File: src/rtl/i2c_snoop_pkg.sv
package i2c_snoop_pkg;

   typedef enum logic [2:0] {
      EV_START    = 3'd0,
      EV_RESTART  = 3'd1,
      EV_ADDR_RD  = 3'd2,
      EV_ADDR_WR  = 3'd3,
      EV_DATA_RD  = 3'd4,
      EV_DATA_WR  = 3'd5,
      EV_STOP     = 3'd6
   } evt_cmd_e;

   typedef enum logic [1:0] {
      ST_IDLE = 2'd0,
      ST_ADDR = 2'd1,
      ST_DATA = 2'd2
   } snoop_state_e;

endpackage

File: src/rtl/i2c_snoop_sync.sv
module i2c_snoop_sync #(
   parameter int                STAGES  = 2,
   parameter int                LINES   = 2,
   parameter logic [LINES-1:0]  RST_VAL = '1
) (
   input  logic             clk,
   input  logic             rst_n,
   input  logic [LINES-1:0] d_i,
   output logic [LINES-1:0] q_o
);

   logic [LINES-1:0] pipe [STAGES];

   initial begin
      assert (STAGES >= 2) else $fatal(1, "i2c_snoop_sync: STAGES must be at least 2");
      assert (LINES >= 1)  else $fatal(1, "i2c_snoop_sync: LINES must be at least 1");
   end

   always_ff @(posedge clk) begin
      if (!rst_n) begin
         for (int i = 0; i < STAGES; i++) pipe[i] <= RST_VAL;
      end else begin
         pipe[0] <= d_i;
         for (int i = 1; i < STAGES; i++) pipe[i] <= pipe[i-1];
      end
   end

   assign q_o = pipe[STAGES-1];

endmodule

File: src/rtl/i2c_snoop_edge.sv
module i2c_snoop_edge (
   input  logic clk,
   input  logic rst_n,
   input  logic scl_i,
   input  logic sda_i,
   output logic scl_rise_o,
   output logic start_o,
   output logic stop_o
);

   logic scl_q;
   logic sda_q;
   logic primed_q;

   // The first sample after reset only fills scl_q / sda_q.
   always_ff @(posedge clk) begin
      if (!rst_n) begin
         scl_q    <= 1'b1;
         sda_q    <= 1'b1;
         primed_q <= 1'b0;
      end else begin
         scl_q    <= scl_i;
         sda_q    <= sda_i;
         primed_q <= 1'b1;
      end
   end

   assign scl_rise_o = primed_q & ~scl_q & scl_i;
   assign start_o    = primed_q & sda_q & ~sda_i & scl_i;
   assign stop_o     = primed_q & ~sda_q & sda_i & scl_i;

endmodule

File: src/rtl/i2c_snoop_fsm.sv
module i2c_snoop_fsm
   import i2c_snoop_pkg::*;
#(
   parameter int BYTE_W   = 8,
   parameter bit RAW_ADDR = 1'b0
) (
   input  logic              clk,
   input  logic              rst_n,
   input  logic              scl_rise_i,
   input  logic              start_i,
   input  logic              stop_i,
   input  logic              sda_i,
   output logic              evt_valid_o,
   output evt_cmd_e          evt_cmd_o,
   output logic [BYTE_W-1:0] evt_data_o,
   output logic              evt_nack_o
);

   localparam int CNT_W = $clog2(BYTE_W + 1);
   localparam logic [CNT_W-1:0] LAST_BIT = CNT_W'(BYTE_W);

   initial begin
      assert (BYTE_W >= 2) else $fatal(1, "i2c_snoop_fsm: BYTE_W must be at least 2");
   end

   snoop_state_e      st_q;
   logic [CNT_W-1:0]  cnt_q;
   logic [BYTE_W-1:0] sh_q;
   logic              dir_q;   // 1 = read
   logic              rep_q;   // a START seen since the last STOP
   logic [BYTE_W-1:0] addr_val;
   logic              item_done;

   generate
      if (RAW_ADDR) begin : g_addr_raw
         assign addr_val = sh_q;
      end else begin : g_addr_shift
         assign addr_val = {1'b0, sh_q[BYTE_W-1:1]};
      end
   endgenerate

   assign item_done = scl_rise_i && (cnt_q == LAST_BIT);

   always_ff @(posedge clk) begin
      if (!rst_n) begin
         st_q        <= ST_IDLE;
         cnt_q       <= '0;
         sh_q        <= '0;
         dir_q       <= 1'b0;
         rep_q       <= 1'b0;
         evt_valid_o <= 1'b0;
         evt_cmd_o   <= EV_START;
         evt_data_o  <= '0;
         evt_nack_o  <= 1'b0;
      end else begin
         evt_valid_o <= 1'b0;
         unique case (st_q)
            ST_IDLE: begin
               if (start_i) begin
                  evt_valid_o <= 1'b1;
                  evt_cmd_o   <= rep_q ? EV_RESTART : EV_START;
                  evt_data_o  <= '0;
                  evt_nack_o  <= 1'b0;
                  st_q        <= ST_ADDR;
                  cnt_q       <= '0;
                  sh_q        <= '0;
                  dir_q       <= 1'b0;
                  rep_q       <= 1'b1;
               end
            end
            ST_ADDR: begin
               // only clock edges matter while the address is arriving
               if (item_done) begin
                  evt_valid_o <= 1'b1;
                  evt_cmd_o   <= sh_q[0] ? EV_ADDR_RD : EV_ADDR_WR;
                  evt_data_o  <= addr_val;
                  evt_nack_o  <= sda_i;
                  dir_q       <= sh_q[0];
                  st_q        <= ST_DATA;
                  cnt_q       <= '0;
                  sh_q        <= '0;
               end else if (scl_rise_i) begin
                  sh_q  <= {sh_q[BYTE_W-2:0], sda_i};
                  cnt_q <= cnt_q + CNT_W'(1);
               end
            end
            ST_DATA: begin
               if (item_done) begin
                  evt_valid_o <= 1'b1;
                  evt_cmd_o   <= dir_q ? EV_DATA_RD : EV_DATA_WR;
                  evt_data_o  <= sh_q;
                  evt_nack_o  <= sda_i;
                  cnt_q       <= '0;
                  sh_q        <= '0;
               end else if (scl_rise_i) begin
                  sh_q  <= {sh_q[BYTE_W-2:0], sda_i};
                  cnt_q <= cnt_q + CNT_W'(1);
               end else if (start_i) begin
                  evt_valid_o <= 1'b1;
                  evt_cmd_o   <= rep_q ? EV_RESTART : EV_START;
                  evt_data_o  <= '0;
                  evt_nack_o  <= 1'b0;
                  st_q        <= ST_ADDR;
                  cnt_q       <= '0;
                  sh_q        <= '0;
                  dir_q       <= 1'b0;
                  rep_q       <= 1'b1;
               end else if (stop_i) begin
                  evt_valid_o <= 1'b1;
                  evt_cmd_o   <= EV_STOP;
                  evt_data_o  <= '0;
                  evt_nack_o  <= 1'b0;
                  st_q        <= ST_IDLE;
                  cnt_q       <= '0;
                  sh_q        <= '0;
                  dir_q       <= 1'b0;
                  rep_q       <= 1'b0;
               end
            end
            default: st_q <= ST_IDLE;
         endcase
      end
   end

   // an event always follows a condition seen by the edge stage
   p_evt_after_cond_r10: assert property (@(posedge clk) disable iff (!rst_n)
      evt_valid_o |-> $past(scl_rise_i || start_i || stop_i));

   // control events carry zero value and no NACK
   p_ctrl_zero_r9: assert property (@(posedge clk) disable iff (!rst_n)
      (evt_valid_o && (evt_cmd_o == EV_START || evt_cmd_o == EV_RESTART ||
                       evt_cmd_o == EV_STOP))
      |-> (evt_data_o == '0 && !evt_nack_o));

   // a STOP event leaves the decoder idle
   p_stop_idle_r3: assert property (@(posedge clk) disable iff (!rst_n)
      (evt_valid_o && evt_cmd_o == EV_STOP) |-> (st_q == ST_IDLE));

   // repeated START only comes out of the data phase
   p_restart_src_r2: assert property (@(posedge clk) disable iff (!rst_n)
      (evt_valid_o && evt_cmd_o == EV_RESTART) |-> ($past(st_q) == ST_DATA));

   // direction is held through the data phase
   p_dir_hold_r6: assert property (@(posedge clk) disable iff (!rst_n)
      (st_q == ST_DATA && !start_i && !stop_i) |=> $stable(dir_q));

   // no event from the address phase without a clock edge
   p_addr_no_cond_r7: assert property (@(posedge clk) disable iff (!rst_n)
      (st_q == ST_ADDR && !scl_rise_i) |=> !evt_valid_o);

   // bit counter never passes the acknowledge slot
   p_cnt_bound_r4: assert property (@(posedge clk) disable iff (!rst_n)
      cnt_q <= LAST_BIT);

endmodule

File: src/rtl/i2c_snoop.sv
module i2c_snoop
   import i2c_snoop_pkg::*;
#(
   parameter int SYNC_STAGES = 2,
   parameter int BYTE_W      = 8,
   parameter bit RAW_ADDR    = 1'b0
) (
   input  logic              clk,
   input  logic              rst_n,
   input  logic              scl_i,
   input  logic              sda_i,
   output logic              evt_valid_o,
   output logic [2:0]        evt_cmd_o,
   output logic [BYTE_W-1:0] evt_data_o,
   output logic              evt_nack_o
);

   localparam int LINES = 2;

   logic [LINES-1:0] bus_s;
   logic             scl_rise;
   logic             start_c;
   logic             stop_c;
   evt_cmd_e         cmd_w;

   i2c_snoop_sync #(
      .STAGES  (SYNC_STAGES),
      .LINES   (LINES),
      .RST_VAL ({LINES{1'b1}})
   ) u_sync (
      .clk   (clk),
      .rst_n (rst_n),
      .d_i   ({scl_i, sda_i}),
      .q_o   (bus_s)
   );

   i2c_snoop_edge u_edge (
      .clk        (clk),
      .rst_n      (rst_n),
      .scl_i      (bus_s[1]),
      .sda_i      (bus_s[0]),
      .scl_rise_o (scl_rise),
      .start_o    (start_c),
      .stop_o     (stop_c)
   );

   i2c_snoop_fsm #(
      .BYTE_W   (BYTE_W),
      .RAW_ADDR (RAW_ADDR)
   ) u_fsm (
      .clk         (clk),
      .rst_n       (rst_n),
      .scl_rise_i  (scl_rise),
      .start_i     (start_c),
      .stop_i      (stop_c),
      .sda_i       (bus_s[0]),
      .evt_valid_o (evt_valid_o),
      .evt_cmd_o   (cmd_w),
      .evt_data_o  (evt_data_o),
      .evt_nack_o  (evt_nack_o)
   );

   assign evt_cmd_o = cmd_w;

endmodule

File: config.mk
export PLATFORM = sky130hd
export DESIGN_NAME = i2c_snoop
export DESIGN_NICKNAME = d
export VERILOG_FILES = /design/src/rtl/i2c_snoop_pkg.sv /design/src/rtl/i2c_snoop_sync.sv /design/src/rtl/i2c_snoop_edge.sv /design/src/rtl/i2c_snoop_fsm.sv /design/src/rtl/i2c_snoop.sv
export SDC_FILE = /design/constraint.sdc
export NUM_CORES = 1
export LEC_CHECK = 0
export CAP_MARGIN = 5
export CORE_MARGIN = 8
export CORE_UTILIZATION = 35
export CTS_CLUSTER_DIAMETER = 150
export DETAILED_ROUTE_END_ITERATION = 7
export SYNTH_ARGS = -nofsm -noshare
export SYNTH_HDL_FRONTEND = slang
export SYNTH_HIERARCHICAL = 1
export SYNTH_SLANG_ARGS = --single-unit
export TNS_END_PERCENT = 30
File: constraint.sdc
create_clock -name clk -period 2.7 [get_ports clk]
set_clock_uncertainty 0.05 [all_clocks]
set_input_delay 0.81 -clock clk [delete_from_list [all_inputs] [get_ports clk]]
set_output_delay 0.81 -clock clk [all_outputs]
set_load 0.05 [all_outputs]
==> impl_results.md <==
* Reg2reg setup slack at 450 ps
* Port buffer count at 16
* FF-to-FF End: u_fsm/evt_cmd_o[2]
* Worst-Margin Slew at 627 ps
* Synth cell types at 42
* Setup WS pre-CTS at 447 ps
* Crit start category: flop
* Grt total ovfl at 0
* Post-layout nets at 219
* FF+latch area at 721 um2
* Setup CP Type: reg -> out
* Starting DRT DRC Count at 135
* Worst VDD drop at 0.261 mV
* Syn Inst Count at 196
* Hold Path End: u_sync/pipe[0][3]
* Peak Freq at 0.434 GHz
* Mapped Avg Cell Area at 8.81 um2
* Cells on worst reg2reg path at 6
* Post-detail-place hpwl at 2500 um
* Fillers at 507
* Max Cap Viol at 0
* Status: complete, no violations
* Max-slew violation count at 0
* I/O Pins at 17
* CP Buf/Inv Count at 1
* Inserted Diodes at 0
* Leading area contributor after synthesis: dfxtp_1
* Post-DRT Antenna Nets at 0
* WP data arrival at 1440 ps
* CP Capture Type: output pin
* Warnings, synthesis at 6
* Die height at 86.2 um
* Number of vias per cell at 5.11
* Area Overhead vs Synth at 19.1%
* Leak at 0.000708 uW
* Hold Vio Cnt, Final at 0
* Number of synthesized flops with an enable pin at 0
* Final wirelength at 3770 um
* Core area at 0.00475 mm2
* Initial Util at 36.3%
* FP Rows at 25
* DRT Pass-1 Iters at 4
* Hold Crit Start: u_sync/pipe[0][1]
* Commonest non-fill, non-tap cell in the layout: dfxtp_1
* Main area contributors after synthesis: dfxtp_1, nand2b_1, ha_1
* Setup TNS at 0 ps
* Final Setup Violations at 0
* CP max-delay cell: clkdlybuf4s50_1
* HP Class: reg -> reg
* WL per Instance at 13.6 um
* Slew headroom at 58.2%
* Die area at 0.00744 mm2
* Worst Setup Slack, final at 397 ps
* CTS-repair resized insts at 0
* Flops & latches, synth at 36
* Post-synth ARST share at 0%
* CTS tree: done
* Slowest stage delay, CP at 810 ps
* Mapped Area at 0.00173 mm2
* H-tree Lvls at 2
* Layout cell share with drive strength beyond 1 at 8.61%
* Multi-input gate area at 905 um2
* Hold Slack at 362 ps
* Die X at 86.2 um
* Clock sink count at 36
* Unrepaired setup endpoints after global routing: false
* Syn Nets at 207
* CTS Hold Buffers Added at 0
* Seq/Total Area, Yosys at 41.7%
* Routed via count at 1409
* Min cycle time layout at 2300 ps
* Clock transition at path regs at 70 ps
* First-pass GRT wire length at 6220 um
* Final GP Congestion at 0.768
* Commonest non-fill, non-tap cells in the layout: dfxtp_1, nand2_1, nand2b_1
* Vias in the first global route at 1281
* Initial antenna violation count at 0
* Reg2Reg Launch Point: u_fsm/st_q[0]
* CTS Root Cell: clkbuf_8
* Tcrit/Tclk final at 85.3%
* Clk buf depth at 2
* Power per cell area at 546 mW/mm2
* CP Max Fanout at 2
* Worst Path Required at 1840 ps
* Inserted Clock Buffers at 5
* Residual DRC count at 0
* Crit path cell chain: clkdlybuf4s50_1
* GR Util All Layers at 10.3%
* Post CTS Setup Buffer Count at 0
* Yosys top cell area share at 41.7%
* Largest net degree at the start of global routing at 24
* Hold Crit Depth at 1
* Cell family with most CP delay: buffers and inverters
* Clk Latency, worst-skew pair at 280 ps
* Most used flip-flop cell after synthesis: dfxtp_1
[metrics by stage]
step	instances	power [uW]	utilization, %	cell area [um2]
floorplan	196	599	-	1730
global placement	268	614	40.6	1930
detailed placement	268	614	40.6	1930
CTS	276	1130	43.2	2060
global route	276	1160	43.2	2060
finish	276	1120	43.2	2060
[final cells by class]
class / count / share of cell area, %
flip-flops and latches: 36 / 35.1
inverters: 8 / 1.46
clock inverters: 1 / 1.46
repair buffers: 20 / 9.25
multi-input cells: 137 / 44.0
clock buffers: 7 / 4.69
well taps: 67 / 4.08
[cells in the mapped netlist (all sizes together), types with 4 or more instances]
library cell  count
mux2i             4
nand2            23
dfxtp            36
inv               8
o21ai             8
a22oi             7
ha                7
nand3            11
a21oi            11
clkbuf            9
o22ai             9
nand4             4
nand2b           17
buf               6
[registers in the layout, summed over array words and instances (netlist names)]
name,count
u_edge/primed_q,1
u_edge/scl_q,1
u_edge/sda_q,1
u_fsm/cnt_q,4
u_fsm/dir_q,1
u_fsm/evt_cmd_o,3
u_fsm/evt_data_o,8
u_fsm/evt_nack_o,1
u_fsm/evt_valid_o,1
u_fsm/rep_q,1
u_fsm/sh_q,8
u_fsm/st_q,2
u_sync/pipe,4
[cell families (layout without fill, tap and decap cells)]
logic type / count (synthesis) / count (layout) / synth area share [%]
adder cells (fa/ha/maj): 7 / 7 / 5.07
flip-flops: 36 / 36 / 41.7
multiplexers: 4 / 4 / 2.32
AND/OR/NAND/NOR: 77 / 77 / 25.4
AO/OA/AOI/OAI: 49 / 49 / 19.6
buffers and inverters: 23 / 36 / 5.87
[metal layers]
layer	vias up	wire, um	track usage [%]
met5	-	0	0
met4	0	20	2.82
met3	4	202	3.40
met2	24	1600	14.7
met1	659	1940	14.4
li1	722	-	-
[where the power goes]
| part | switching, uW | total [uW] | internal, uW | leakage, uW |
|---|---|---|---|---|
| clock | 194 | 520 | 326 | 0.0000645 |
| sequential | 3.18 | 540 | 536 | 0.000292 |
| combinational | 38.6 | 62.4 | 23.9 | 0.000352 |
| total | 236 | 1120 | 886 | 0.000708 |
[how the worst max path moves through the flow]
| stage | startpoint | end | slack [ps] | cells past startpoint |
|---|---|---|---|---|
| after floorplan | u_fsm/st_q[0] | u_fsm/cnt_q[3] | 840 | 8 |
| after global placement | rst_n | u_fsm/evt_data_o[2] | 480 | 4 |
| after detailed placement | rst_n | u_fsm/evt_data_o[5] | 450 | 4 |
| after CTS | u_fsm/evt_nack_o | evt_nack_o | 370 | 1 |
| after global routing | u_fsm/st_q[0] | u_fsm/evt_nack_o | 320 | 6 |
| final | u_fsm/evt_nack_o | evt_nack_o | 400 | 1 |
Note: power is estimated with default switching activity, not from simulation.
